--- src/rtl/eirq_pkg.sv ---
// Package: shared register addresses and bus widths for the edge-triggered
// interrupt controller. Assumes a 3-bit word address space.
package eirq_pkg;
    localparam int REG_ADDR_W = 3;

    typedef enum logic [REG_ADDR_W-1:0] {
        SEL_UNMASK = 3'd0,
        SEL_RISE   = 3'd1,
        SEL_FALL   = 3'd2,
        SEL_PEND   = 3'd3,
        SEL_SWTRIG = 3'd4
    } reg_sel_e;
endpackage

--- src/rtl/eirq_edge_det.sv ---
// Edge detector: one previous-value flop per line. The previous value takes the
// live input during reset, so releasing reset never yields a false edge.
// Assumes line_in is already synchronous to clk.
module eirq_edge_det #(
    parameter int NUM_LINES = 23
) (
    input  logic                 clk,
    input  logic                 rst_n,
    input  logic [NUM_LINES-1:0] line_in,
    output logic [NUM_LINES-1:0] rise_ev,
    output logic [NUM_LINES-1:0] fall_ev
);
    logic [NUM_LINES-1:0] prev_q;

    for (genvar i = 0; i < NUM_LINES; i++) begin : g_line
        // Track last cycle's level of line i (reset loads the live level)
        always_ff @(posedge clk) begin
            prev_q[i] <= line_in[i];
        end
        // Compare live level against last cycle's level
        always_comb begin
            rise_ev[i] = line_in[i] & ~prev_q[i];
            fall_ev[i] = ~line_in[i] & prev_q[i];
        end
    end


    rise_match_chk: assert property (@(posedge clk) disable iff (!rst_n)
        $past(rst_n) |-> (rise_ev == (line_in & ~$past(line_in))));

    fall_match_chk: assert property (@(posedge clk) disable iff (!rst_n)
        $past(rst_n) |-> (fall_ev == (~line_in & $past(line_in))));
endmodule

--- src/rtl/eirq_cfg_regs.sv ---
// Configuration registers: unmask, rising-select and falling-select, each one
// bit per line. Write data beyond NUM_LINES is never presented here.
module eirq_cfg_regs
    import eirq_pkg::*;
#(
    parameter int NUM_LINES = 23
) (
    input  logic                  clk,
    input  logic                  rst_n,
    input  logic                  wen,
    input  logic [REG_ADDR_W-1:0] addr,
    input  logic [NUM_LINES-1:0]  wdata,
    output logic [NUM_LINES-1:0]  unmask_q,
    output logic [NUM_LINES-1:0]  rise_sel_q,
    output logic [NUM_LINES-1:0]  fall_sel_q
);
    // Load the addressed configuration word, clear all on reset
    always_ff @(posedge clk) begin
        if (!rst_n) begin
            unmask_q   <= '0;
            rise_sel_q <= '0;
            fall_sel_q <= '0;
        end else if (wen) begin
            case (addr)
                SEL_UNMASK: unmask_q   <= wdata;
                SEL_RISE:   rise_sel_q <= wdata;
                SEL_FALL:   fall_sel_q <= wdata;
                default:    ;
            endcase
        end
    end
endmodule

--- src/rtl/eirq_pend.sv ---
// Pending and software-trigger state. A set request (edge or software) wins
// over a write-1 clear in the same cycle. A software-trigger bit lives only as
// long as its pending bit does.
module eirq_pend #(
    parameter int NUM_LINES = 23
) (
    input  logic                 clk,
    input  logic                 rst_n,
    input  logic [NUM_LINES-1:0] edge_set,
    input  logic [NUM_LINES-1:0] sw_set,
    input  logic [NUM_LINES-1:0] clr_req,
    output logic [NUM_LINES-1:0] pend_q,
    output logic [NUM_LINES-1:0] swtrig_q
);
    logic [NUM_LINES-1:0] set_vec;
    logic [NUM_LINES-1:0] pend_d;
    logic [NUM_LINES-1:0] swtrig_d;

    // Next pending and trigger state: set dominates clear
    always_comb begin
        set_vec  = edge_set | sw_set;
        pend_d   = (pend_q & ~clr_req) | set_vec;
        swtrig_d = (swtrig_q | sw_set) & pend_d;
    end

    // Register pending and trigger bits, clear on reset
    always_ff @(posedge clk) begin
        if (!rst_n) begin
            pend_q   <= '0;
            swtrig_q <= '0;
        end else begin
            pend_q   <= pend_d;
            swtrig_q <= swtrig_d;
        end
    end


    set_wins_chk: assert property (@(posedge clk) disable iff (!rst_n)
        $past(rst_n) |-> ((pend_q & $past(set_vec)) == $past(set_vec)));

    clear_only_by_write_chk: assert property (@(posedge clk) disable iff (!rst_n)
        $past(rst_n) |-> ((($past(pend_q) & ~pend_q) & ~$past(clr_req)) == '0));

    swtrig_within_pend_chk: assert property (@(posedge clk) disable iff (!rst_n)
        ((swtrig_q & ~pend_q) == '0));
endmodule

--- src/rtl/edge_irq_ctrl.sv ---
// Edge-triggered external interrupt controller top. It decodes the register
// port, gates edges with the per-line selects, and drives irq as pending AND
// unmask. Assumes NUM_LINES < DATA_W and inputs synchronous to clk.
module edge_irq_ctrl
    import eirq_pkg::*;
#(
    parameter int NUM_LINES = 23,
    parameter int DATA_W    = 32
) (
    input  logic                  clk,
    input  logic                  rst_n,
    input  logic [NUM_LINES-1:0]  line_in,
    input  logic                  bus_wen,
    input  logic [REG_ADDR_W-1:0] bus_addr,
    input  logic [DATA_W-1:0]     bus_wdata,
    output logic [DATA_W-1:0]     bus_rdata,
    output logic [NUM_LINES-1:0]  irq
);
    logic [NUM_LINES-1:0] wdata_lines;
    logic [NUM_LINES-1:0] unmask_q, rise_sel_q, fall_sel_q;
    logic [NUM_LINES-1:0] rise_ev, fall_ev;
    logic [NUM_LINES-1:0] edge_set, sw_set, clr_req;
    logic [NUM_LINES-1:0] pend_q, swtrig_q;
    logic [NUM_LINES-1:0] rd_lines;
    logic                 unused_wdata_hi;

    assign wdata_lines     = bus_wdata[NUM_LINES-1:0];
    assign unused_wdata_hi = ^bus_wdata[DATA_W-1:NUM_LINES];

    eirq_cfg_regs #(.NUM_LINES(NUM_LINES)) u_cfg (
        .clk        (clk),
        .rst_n      (rst_n),
        .wen        (bus_wen),
        .addr       (bus_addr),
        .wdata      (wdata_lines),
        .unmask_q   (unmask_q),
        .rise_sel_q (rise_sel_q),
        .fall_sel_q (fall_sel_q)
    );

    eirq_edge_det #(.NUM_LINES(NUM_LINES)) u_edge (
        .clk     (clk),
        .rst_n   (rst_n),
        .line_in (line_in),
        .rise_ev (rise_ev),
        .fall_ev (fall_ev)
    );

    // Qualify edges with selects, decode write-1 strobes for pending/trigger
    always_comb begin
        edge_set = (rise_ev & rise_sel_q) | (fall_ev & fall_sel_q);
        sw_set   = (bus_wen && bus_addr == SEL_SWTRIG) ? wdata_lines : '0;
        clr_req  = (bus_wen && bus_addr == SEL_PEND)   ? wdata_lines : '0;
    end

    eirq_pend #(.NUM_LINES(NUM_LINES)) u_pend (
        .clk      (clk),
        .rst_n    (rst_n),
        .edge_set (edge_set),
        .sw_set   (sw_set),
        .clr_req  (clr_req),
        .pend_q   (pend_q),
        .swtrig_q (swtrig_q)
    );

    // Select the addressed word and zero-extend it to the bus width
    always_comb begin
        case (bus_addr)
            SEL_UNMASK: rd_lines = unmask_q;
            SEL_RISE:   rd_lines = rise_sel_q;
            SEL_FALL:   rd_lines = fall_sel_q;
            SEL_PEND:   rd_lines = pend_q;
            SEL_SWTRIG: rd_lines = swtrig_q;
            default:    rd_lines = '0;
        endcase
        bus_rdata = '0;
        bus_rdata[NUM_LINES-1:0] = rd_lines;
    end

    // Request per line: pending and unmasked
    assign irq = pend_q & unmask_q;


    irq_needs_pend_chk: assert property (@(posedge clk) disable iff (!rst_n)
        $past(rst_n) && $past(irq == '0) && (irq != '0) |->
            ((irq & ~($past(edge_set | sw_set) | ($past(pend_q) & unmask_q))) == '0));
endmodule

--- config.mk ---
export PLATFORM = sky130hd
export DESIGN_NAME = edge_irq_ctrl
export DESIGN_NICKNAME = d
export VERILOG_FILES = /design/src/rtl/eirq_pkg.sv /design/src/rtl/eirq_edge_det.sv /design/src/rtl/eirq_cfg_regs.sv /design/src/rtl/eirq_pend.sv /design/src/rtl/edge_irq_ctrl.sv
export SDC_FILE = /design/constraint.sdc
export NUM_CORES = 1
export LEC_CHECK = 0
export BUFFER_PORTS_ARGS = -buffer_cell sky130_fd_sc_hd__buf_2
export CORE_ASPECT_RATIO = 1.5
export CORE_MARGIN = 1.5
export CORE_UTILIZATION = 45
export DETAILED_ROUTE_END_ITERATION = 10
export PLACE_DENSITY = 0.77
export SYNTH_ARGS = -nofsm -noshare
export SYNTH_HDL_FRONTEND = slang
export SYNTH_HIERARCHICAL = 1
export SYNTH_SLANG_ARGS = --single-unit
--- constraint.sdc ---
create_clock -name clk -period 3.66 [get_ports clk]
set_clock_uncertainty 0.1 [all_clocks]
set_input_delay 0.366 -clock clk [delete_from_list [all_inputs] [get_ports clk]]
set_output_delay 0.366 -clock clk [all_outputs]
set_load 0.005 [all_outputs]
==> results.cfg, run 1 <==
[logic_synthesis]
post-synth-top-count-cell = dfxtp_1
yosysUniqueCellTypes = 33
async_flop_share_pct = 0
yosys_warnings = 6
syn-cell-area_um2 = 6630
synth_top_area_share_pct = 41.6
ys.flop_type = dfxtp_1
ys_seq_area_share_pct = 41.6
postSynthAreaPerCell_um2 = 9.93
yosys-top-cells-count = 138 x dfxtp_1, 94 x nand2_1, 91 x mux2i_1, 46 x and2_1, 46 x and2b_2
yosysTopAreaCell = dfxtp_1
synthTopCellsByArea = dfxtp_1 42%, mux2i_1 14%, and2b_2 6.1%, nand2_1 5.3%, o31a_1 4.5%
ys_seq_elements = 138
syn_inst = 668
synth-edff-count = 0

[detailed_routing]
ant_nets = 0
drcViolationCount = 0
wl_per_cell_um = 16.5
initialDrtViolationCount = 206
viasPerCell = 5.36
via_count = 5301
firstDrtPassIters = 6
totalWireLength_um = 16300

[sta]
hold_violations = 0
grt_setup_unrepaired = no
period_needed_ns = 2.56
maxSlewHeadroom_pct = 31.2
worst_hold_slack_ns = 0.172
finalCritPeriodShare_pct = 70.1
setup_viol = 0
slew_violations = 0
worstMarginPinSlew_ns = 1.03
final.setup.tns_ns = 0
max_freq_mhz = 390

[worst_setup_path]
startpoint_type = input port
r2r-start = u_edge/prev_q[2]
reg2reg_slack_ns = 2.39
arrival_ns = 2.10
crit_start = bus_addr[2]
reg2reg_depth = 3
worst-endpoint-required_ns = 3.19
end_kind = output port
r2r_end = u_pend/pend_q[2]
worstSetupPathType = in -> out
crit_fanout = 13

[hold_path]
holdCritPathClass = in -> reg
whs_path_depth = 3
hold_end = u_cfg/rise_sel_q[7]
hp-start = bus_wdata[7]

[pwr]
ir_worst_vdd_mv = 0.287
cellLeakagePower_nw = 3.71
powerDensity_nw_per_um2 = 445

[clock_network]
cts_tree = done
clock_latency_ns = 0.42
cts.path.max_buffers = 2
clkSinkCount = 138
ctsHoldBuffers = 23
root_buffer = clkbuf_16
postCtsSetupBuffers = 0
numCtsBuffers = 17
htreeDepth = 4
clk_pin_slew_worst_paths_ns = 0.06
cts_resized = 0

[global_routing]
grt.overflow.total = 0
grt_pass1_vias = 5283
grt_usage_pct = 21.8
antenna_found_initial = 1
grt_max_degree = 65
grt_pass1_wl_um = 25800

[floorplanning]
die_y_um = 152
core_area_um2 = 14500
ios = 116
rows = 54
die_width_um = 102
dieArea_um2 = 15500
initial_core_util_pct = 45.9

[cells_and_area]
final_nets = 841
drive_gt1_share_pct = 24.9
area.growth.synth_to_final_pct = 21.8
finalInstanceArea_um2 = 8080

[place]
dpl-instance-area_um2 = 7250
dpl.hpwl_um = 10600
routabilityCongestion = 0.789
port_buffers = 97

[run]
drv_cap = 0

[status]
status = completed
-- layout by cell type, fill, tap and decap left out, types with 9 or more instances in the layout --
| master | Yosys | layout |
|---|---|---|
| o2bb2ai_1 | 22 | 22 |
| mux2i_1 | 91 | 91 |
| o31a_1 | 34 | 34 |
| buf_4 | 16 | 13 |
| and2_1 | 46 | 46 |
| dlygate4sd3_1 | 0 | 23 |
| a221o_1 | 22 | 22 |
| and3_1 | 23 | 23 |
| buf_2 | 8 | 96 |
| nor2b_1 | 19 | 18 |
| and2b_2 | 46 | 46 |
| a22o_1 | 23 | 23 |
| conb_1 | 1 | 9 |
| clkbuf_16 | 0 | 17 |
| o21a_1 | 17 | 17 |
| dfxtp_1 | 138 | 138 |
| nand2_1 | 94 | 94 |
-- kinds of logic after synthesis --
kind of cell,share of synthesized area [%]
AND/OR/NAND/NOR,22.0
flip-flops,41.6
buffers and inverters,4.85
other,0.0565
multiplexers,13.9
AO/OA/AOI/OAI,17.6
-- per-layer routing --
layer	GRT usage, %	wire length (um)
met1	25.1	6800
met2	37.8	8400
met3	5.18	844
met4	10.0	299
met5	0	0
-- worst max-delay path by stage --
stage	end	slack (ns)	cells past startpoint
after global routing	bus_rdata[5]	0.96	6
final	bus_rdata[15]	1.10	6
after CTS	bus_rdata[5]	1.09	6
after global placement	bus_rdata[19]	1.06	6
after detailed placement	bus_rdata[5]	1.09	6
after floorplan	bus_rdata[10]	1.87	5
-- critical path, stage by stage --
cell and delay, ns:
buf_2 0.21, nand2b_1 0.65, buf_4 0.35, o2bb2ai_1 0.08, a221o_1 0.29, buf_2 0.14
-- final cells by class --
| class | count | area [um2] |
|---|---|---|
| Antenna cell | 1 | 2.50 |
| Clock buffer | 19 | 453 |
| Clock inverter | 12 | 148 |
| Fill cell | 1341 | 6380 |
| Multi-Input combinational cell | 488 | 3600 |
| Sequential cell | 138 | 2760 |
| Tap cell | 196 | 245 |
| Timing Repair Buffer | 135 | 868 |
-- through the flow --
stage	std cells	util, %	worst slack [ns]	power, mW
finish	989	55.9	1.10	3.59
global route	989	55.9	0.959	3.73
CTS	988	55.9	1.09	3.63
detailed placement	934	50.1	1.09	1.86
global placement	934	50.1	1.06	1.85
floorplan	676	-	1.87	1.77
-- power breakdown --
| part | switching (mW) | internal (mW) |
|---|---|---|
| sequential | 0.0243 | 1.54 |
| combinational | 0.148 | 0.129 |
| clock | 0.649 | 1.10 |
| total | 0.821 | 2.77 |
-- flip-flops by register name, indices dropped and copies added (netlist names) --
register / count
u_cfg/fall_sel_q: 23
u_cfg/rise_sel_q: 23
u_cfg/unmask_q: 23
u_edge/prev_q: 23
u_pend/pend_q: 23
u_pend/swtrig_q: 23
Power figures use the tool's default switching activity.
==> inputs of run 2 (changes only) <==
--- a/config.mk
+++ b/config.mk
@@ -5,12 +5,13 @@
 export SDC_FILE = /design/constraint.sdc
 export NUM_CORES = 1
 export LEC_CHECK = 0
+export ABC_AREA = 1
 export BUFFER_PORTS_ARGS = -buffer_cell sky130_fd_sc_hd__buf_2
 export CORE_ASPECT_RATIO = 1.5
 export CORE_MARGIN = 1.5
 export CORE_UTILIZATION = 45
 export DETAILED_ROUTE_END_ITERATION = 10
-export PLACE_DENSITY = 0.77
+export PLACE_DENSITY = 0.79
 export SYNTH_ARGS = -nofsm -noshare
 export SYNTH_HDL_FRONTEND = slang
 export SYNTH_HIERARCHICAL = 1
==> constraint.sdc (replaced) <==
create_clock -name clk -period 2.1 [get_ports clk]
set_clock_uncertainty 0.1 [all_clocks]
set_input_delay 0.21 -clock clk [delete_from_list [all_inputs] [get_ports clk]]
set_output_delay 0.21 -clock clk [all_outputs]
set_load 0.005 [all_outputs]
==> results.cfg, run 2 <==
[global_routing]
grt_usage_pct = 23.8
grt_max_degree = 93
grt_pass1_vias = 6662
antenna_found_initial = 1
use_met2_pct = 41.9
grt_util_met3_pct = 4.58
grt_pass1_wl_um = 32000
grt.overflow.total = 0
busiest_layer = met2
grt_use_met1_pct = 27.8

[hold_path]
whs_path_depth = 5
hold_end = u_cfg/rise_sel_q[15]
holdCritPathClass = in -> reg
hp-start = bus_wdata[15]

[clock_network]
postCtsSetupBuffers = 0
clock_latency_ns = 0.42
ctsHoldBuffers = 23
clk_pin_slew_worst_paths_ns = 0.06
numCtsBuffers = 17
cts_tree = done
cts_resized = 0
htreeDepth = 4
clkSinkCount = 138
cts.path.max_buffers = 2
root_buffer = clkbuf_16

[place]
port_buffers = 97
dpl.hpwl_um = 13700
place_ws_ns = 0.240
routabilityCongestion = 0.845

[sta]
grt_setup_unrepaired = no
period_needed_ns = 1.81
setup_slack_ns = 0.295
hold_violations = 0
worstMarginPinSlew_ns = 0.733
final.setup.tns_ns = 0
finalCritPeriodShare_pct = 86.0
slew_violations = 0
worst_hold_slack_ns = 0.0458
setup_viol = 0
maxSlewHeadroom_pct = 51.0
max_freq_mhz = 554

[pwr]
sw_frac_of_total_pct = 24.2
p_clk_share_pct = 47.5
switchingPower_mw = 1.59
cellLeakagePower_nw = 4.74
ir_worst_vdd_mv = 0.428
comb_power_share_pct = 10.3
power_frac_seq_pct = 42.3
p_total_mw = 6.57
powerDensity_nw_per_um2 = 745
intPower_mw = 4.98

[worst_setup_path]
crit_start = bus_addr[2]
r2r_end = u_pend/swtrig_q[2]
worst-endpoint-required_ns = 1.79
reg2reg_depth = 7
r2r-start = u_edge/prev_q[2]
reg2reg_slack_ns = 0.99
arrival_ns = 1.50
startpoint_type = input port
worstSetupPathType = in -> out
crit_fanout = 11
end_kind = output port

[logic_synthesis]
syn-cell-area_um2 = 7350
yosysTopAreaCell = dfxtp_1
yosys_warnings = 6
async_flop_share_pct = 0
syn_inst = 1188
ys_seq_area_share_pct = 37.6
post-synth-top-count-cell = nor2_1
yosys-top-cells-count = 311 x nor2_1, 246 x nand2_1, 203 x inv_1, 138 x dfxtp_1, 132 x nand3_1
yosysUniqueCellTypes = 20
synthTopCellsByArea = dfxtp_1 38%, nor2_1 16%, nand2_1 13%, inv_1 10%, nand3_1 9.0%
ys_seq_elements = 138
postSynthAreaPerCell_um2 = 6.18
synth_top_area_share_pct = 37.6
synth-edff-count = 0
ys.flop_type = dfxtp_1

[detailed_routing]
ant_nets = 0
totalWireLength_um = 20300
wl_per_cell_um = 13.3
via_count = 7412
drcViolationCount = 0
initialDrtViolationCount = 658
viasPerCell = 4.87
firstDrtPassIters = 5

[cells_and_area]
area.growth.synth_to_final_pct = 20.1
final_common_cell = nor2_1
final_cell_mix = 310 x nor2_1, 246 x nand2_1, 203 x inv_1
fill_cells = 1604
seqCellArea_um2 = 2760
final_nets = 1363
drive_gt1_share_pct = 13.9
multi_input_area_um2 = 3410

[floorplanning]
dieArea_um2 = 17100
ios = 116
core_area_um2 = 16100
rows = 57
die_width_um = 107
initial_core_util_pct = 45.6
die_y_um = 159

[run]
drv_cap = 0

[status]
status = completed
==> run 2: per-layer routing <==
layer	up-vias	part of all wire, %	wire length (um)
li1	3778	-	-
met1	3326	40	8090
met2	275	51	10400
met3	33	6.5	1320
met4	0	2.1	421
met5	-	0	0
==> run 2: through the flow <==
step	cells	area, um2	util, %
after floorplan	1196	7380	-
after global placement	1466	7970	49.4
after detailed placement	1466	7970	49.4
after CTS	1521	8820	54.7
after global routing	1522	8820	54.7
final	1522	8820	54.7
==> run 2: power by group through the flow <==
stage	Sequential (mW)	Clock (mW)	Combinational (mW)
CTS	2.78	3.16	0.667
detailed placement	2.83	0	0.630
floorplan	2.81	0	0.440
finish	2.78	3.12	0.675
global route	2.79	3.28	0.747
global placement	2.83	0	0.618
==> run 2: critical path, stage by stage <==
cell,delay [ns]
buf_2,0.15
buf_4,0.22
nor2_2,0.26
buf_4,0.23
nand2_1,0.05
and2_0,0.14
nand2_1,0.10
buf_2,0.12
==> run 2: logic make-up after synthesis <==
logic type / after synthesis / share of synthesized area, %
AO/OA/AOI/OAI: 46 / 4.31
other: 1 / 0.0510
buffers and inverters: 271 / 16.5
flip-flops: 138 / 37.6
AND/OR/NAND/NOR: 732 / 41.5
==> run 2: how the worst max path moves through the flow <==
| stage | endpoint | slack (ns) |
|---|---|---|
| after CTS | bus_rdata[4] | 0.31 |
| after global routing | bus_rdata[16] | 0.23 |
| final | bus_rdata[9] | 0.29 |
| after global placement | u_cfg/fall_sel_q[15] | 0.27 |
| after detailed placement | u_cfg/fall_sel_q[8] | 0.24 |
| after floorplan | u_pend/pend_q[20] | 0.74 |
==> run 2: cell type report <==
cell class | count | area share [%]
clock buffer | 26 | 5.77
antenna | 1 | 0.0284
clock inverter | 6 | 1.23
tap | 206 | 2.92
inverter | 205 | 8.72
timing repair buffer | 153 | 11.3
sequential | 138 | 31.3
multi-input combinational | 787 | 38.6
==> inputs of run 3 (changes only) <==
--- a/config.mk
+++ b/config.mk
@@ -12,6 +12,7 @@
 export CORE_UTILIZATION = 45
 export DETAILED_ROUTE_END_ITERATION = 10
 export PLACE_DENSITY = 0.79
+export RECOVER_POWER = 100
 export SYNTH_ARGS = -nofsm -noshare
 export SYNTH_HDL_FRONTEND = slang
 export SYNTH_HIERARCHICAL = 1
==> results.cfg, run 3 (synthesis results as in run 2) <==
[status]
status = completed

[sta]
period_needed_ns = 1.89
maxSlewHeadroom_pct = 44.4
hold_violations = 0
setup_viol = 0
slew_violations = 0
worst_hold_slack_ns = 0.0463
final.setup.tns_ns = 0
max_freq_mhz = 530
grt_setup_unrepaired = no
finalCritPeriodShare_pct = 89.9
worstMarginPinSlew_ns = 0.831

[cells_and_area]
final_cell_mix = 314 x nor2_1, 246 x nand2_1, 204 x inv_1
drive_gt1_share_pct = 11.0
area.growth.synth_to_final_pct = 19.1
final_util_pct = 54.3
final_nets = 1363
final_common_cell = nor2_1

[floorplanning]
die_y_um = 159
ios = 116
initial_core_util_pct = 45.6
dieArea_um2 = 17100
rows = 57
core_area_um2 = 16100
die_width_um = 107

[place]
routabilityCongestion = 0.845
dpl.hpwl_um = 13700
port_buffers = 97

[run]
drv_cap = 0

[detailed_routing]
ant_nets = 0
drcViolationCount = 0
wl_per_cell_um = 13.3
viasPerCell = 4.87
initialDrtViolationCount = 657
firstDrtPassIters = 6
totalWireLength_um = 20200
via_count = 7410

[worst_setup_path]
worst-endpoint-required_ns = 2.36
r2r-start = u_edge/prev_q[2]
startpoint_type = input port
reg2reg_depth = 7
crit_fanout = 16
arrival_ns = 2.14
r2r_end = u_pend/swtrig_q[2]
end_kind = register
worstSetupPathType = in -> reg
reg2reg_slack_ns = 0.98

[clock_network]
numCtsBuffers = 17
htreeDepth = 4
clock_latency_ns = 0.42
clk_pin_slew_worst_paths_ns = 0.06
cts_tree = done
clkSinkCount = 138
cts.path.max_buffers = 2
root_buffer = clkbuf_16

[pwr]
p_total_mw = 6.57
powerDensity_nw_per_um2 = 751
cellLeakagePower_nw = 4.63
ir_worst_vdd_mv = 0.428

[hold_path]
hold_end = u_cfg/rise_sel_q[15]
holdCritPathClass = in -> reg
hp-start = bus_wdata[15]
whs_path_depth = 5

[global_routing]
grt_pass1_vias = 6662
grt_use_met1_pct = 27.8
antenna_found_initial = 1
use_met2_pct = 41.9
grt.overflow.total = 0
busiest_layer = met2
grt_pass1_wl_um = 32000
grt_util_met3_pct = 4.58
grt_max_degree = 93
grt_usage_pct = 23.8
==> run 3: layout make-up <==
cell class / instances / area, um2
diodes: 1 / 2.50
clock buffers: 26 / 509
clock inverters: 6 / 109
fillers: 1629 / 7370
inverters: 205 / 769
multi-input cells: 787 / 3380
flip-flops and latches: 138 / 2760
well taps: 206 / 258
repair buffers: 153 / 952
==> run 3: how the worst max path moves through the flow <==
stage	startpoint	end	slack, ns	cells past startpoint
CTS	bus_addr[2]	bus_rdata[4]	0.31	7
detailed placement	bus_addr[1]	u_cfg/fall_sel_q[8]	0.24	6
global placement	bus_addr[1]	u_cfg/fall_sel_q[15]	0.27	6
floorplan	bus_addr[1]	u_pend/pend_q[20]	0.74	12
finish	bus_addr[1]	u_cfg/rise_sel_q[13]	0.21	8
global route	bus_addr[1]	u_cfg/rise_sel_q[13]	0.12	8
==> run 3: where the power goes <==
group / total [mW] / leakage [nW] / internal (mW) / switching [mW]
logic: 0.662 / 3.19 / 0.236 / 0.426
registers: 2.78 / 1.13 / 2.71 / 0.0670
clock network: 3.13 / 0.305 / 2.03 / 1.10
total: 6.57 / 4.63 / 4.97 / 1.59
==> run 3: per-stage QoR <==
step	instance area (um2)	cells	setup WS, ns
detailed placement	7970	1466	0.240
global route	8750	1522	0.124
global placement	7970	1466	0.270
CTS	8820	1521	0.305
finish	8750	1522	0.212
floorplan	7380	1196	0.742
==> run 3: metal layers <==
layer / vias up / share of wire, %
met1: 3323 / 40
met5: - / 0
met3: 40 / 6.5
li1: 3777 / -
met2: 270 / 51
met4: 0 / 2.6
==> run 3: timing repair <==
item,4_1_cts,5_1_grt
resized for setup,0,0
setup endpoints to repair,0,0
hold buffers,23,0
setup buffers,0,0
hold endpoints to repair,23,0
==> run 3: critical path, stage by stage <==
cell and delay (ns):
buf_2 0.19, clkbuf_2 0.33, inv_1 0.18, nand2_1 0.07, nor2_1 0.52, clkbuf_2 0.43, nor2_1 0.09, nor2_1 0.11
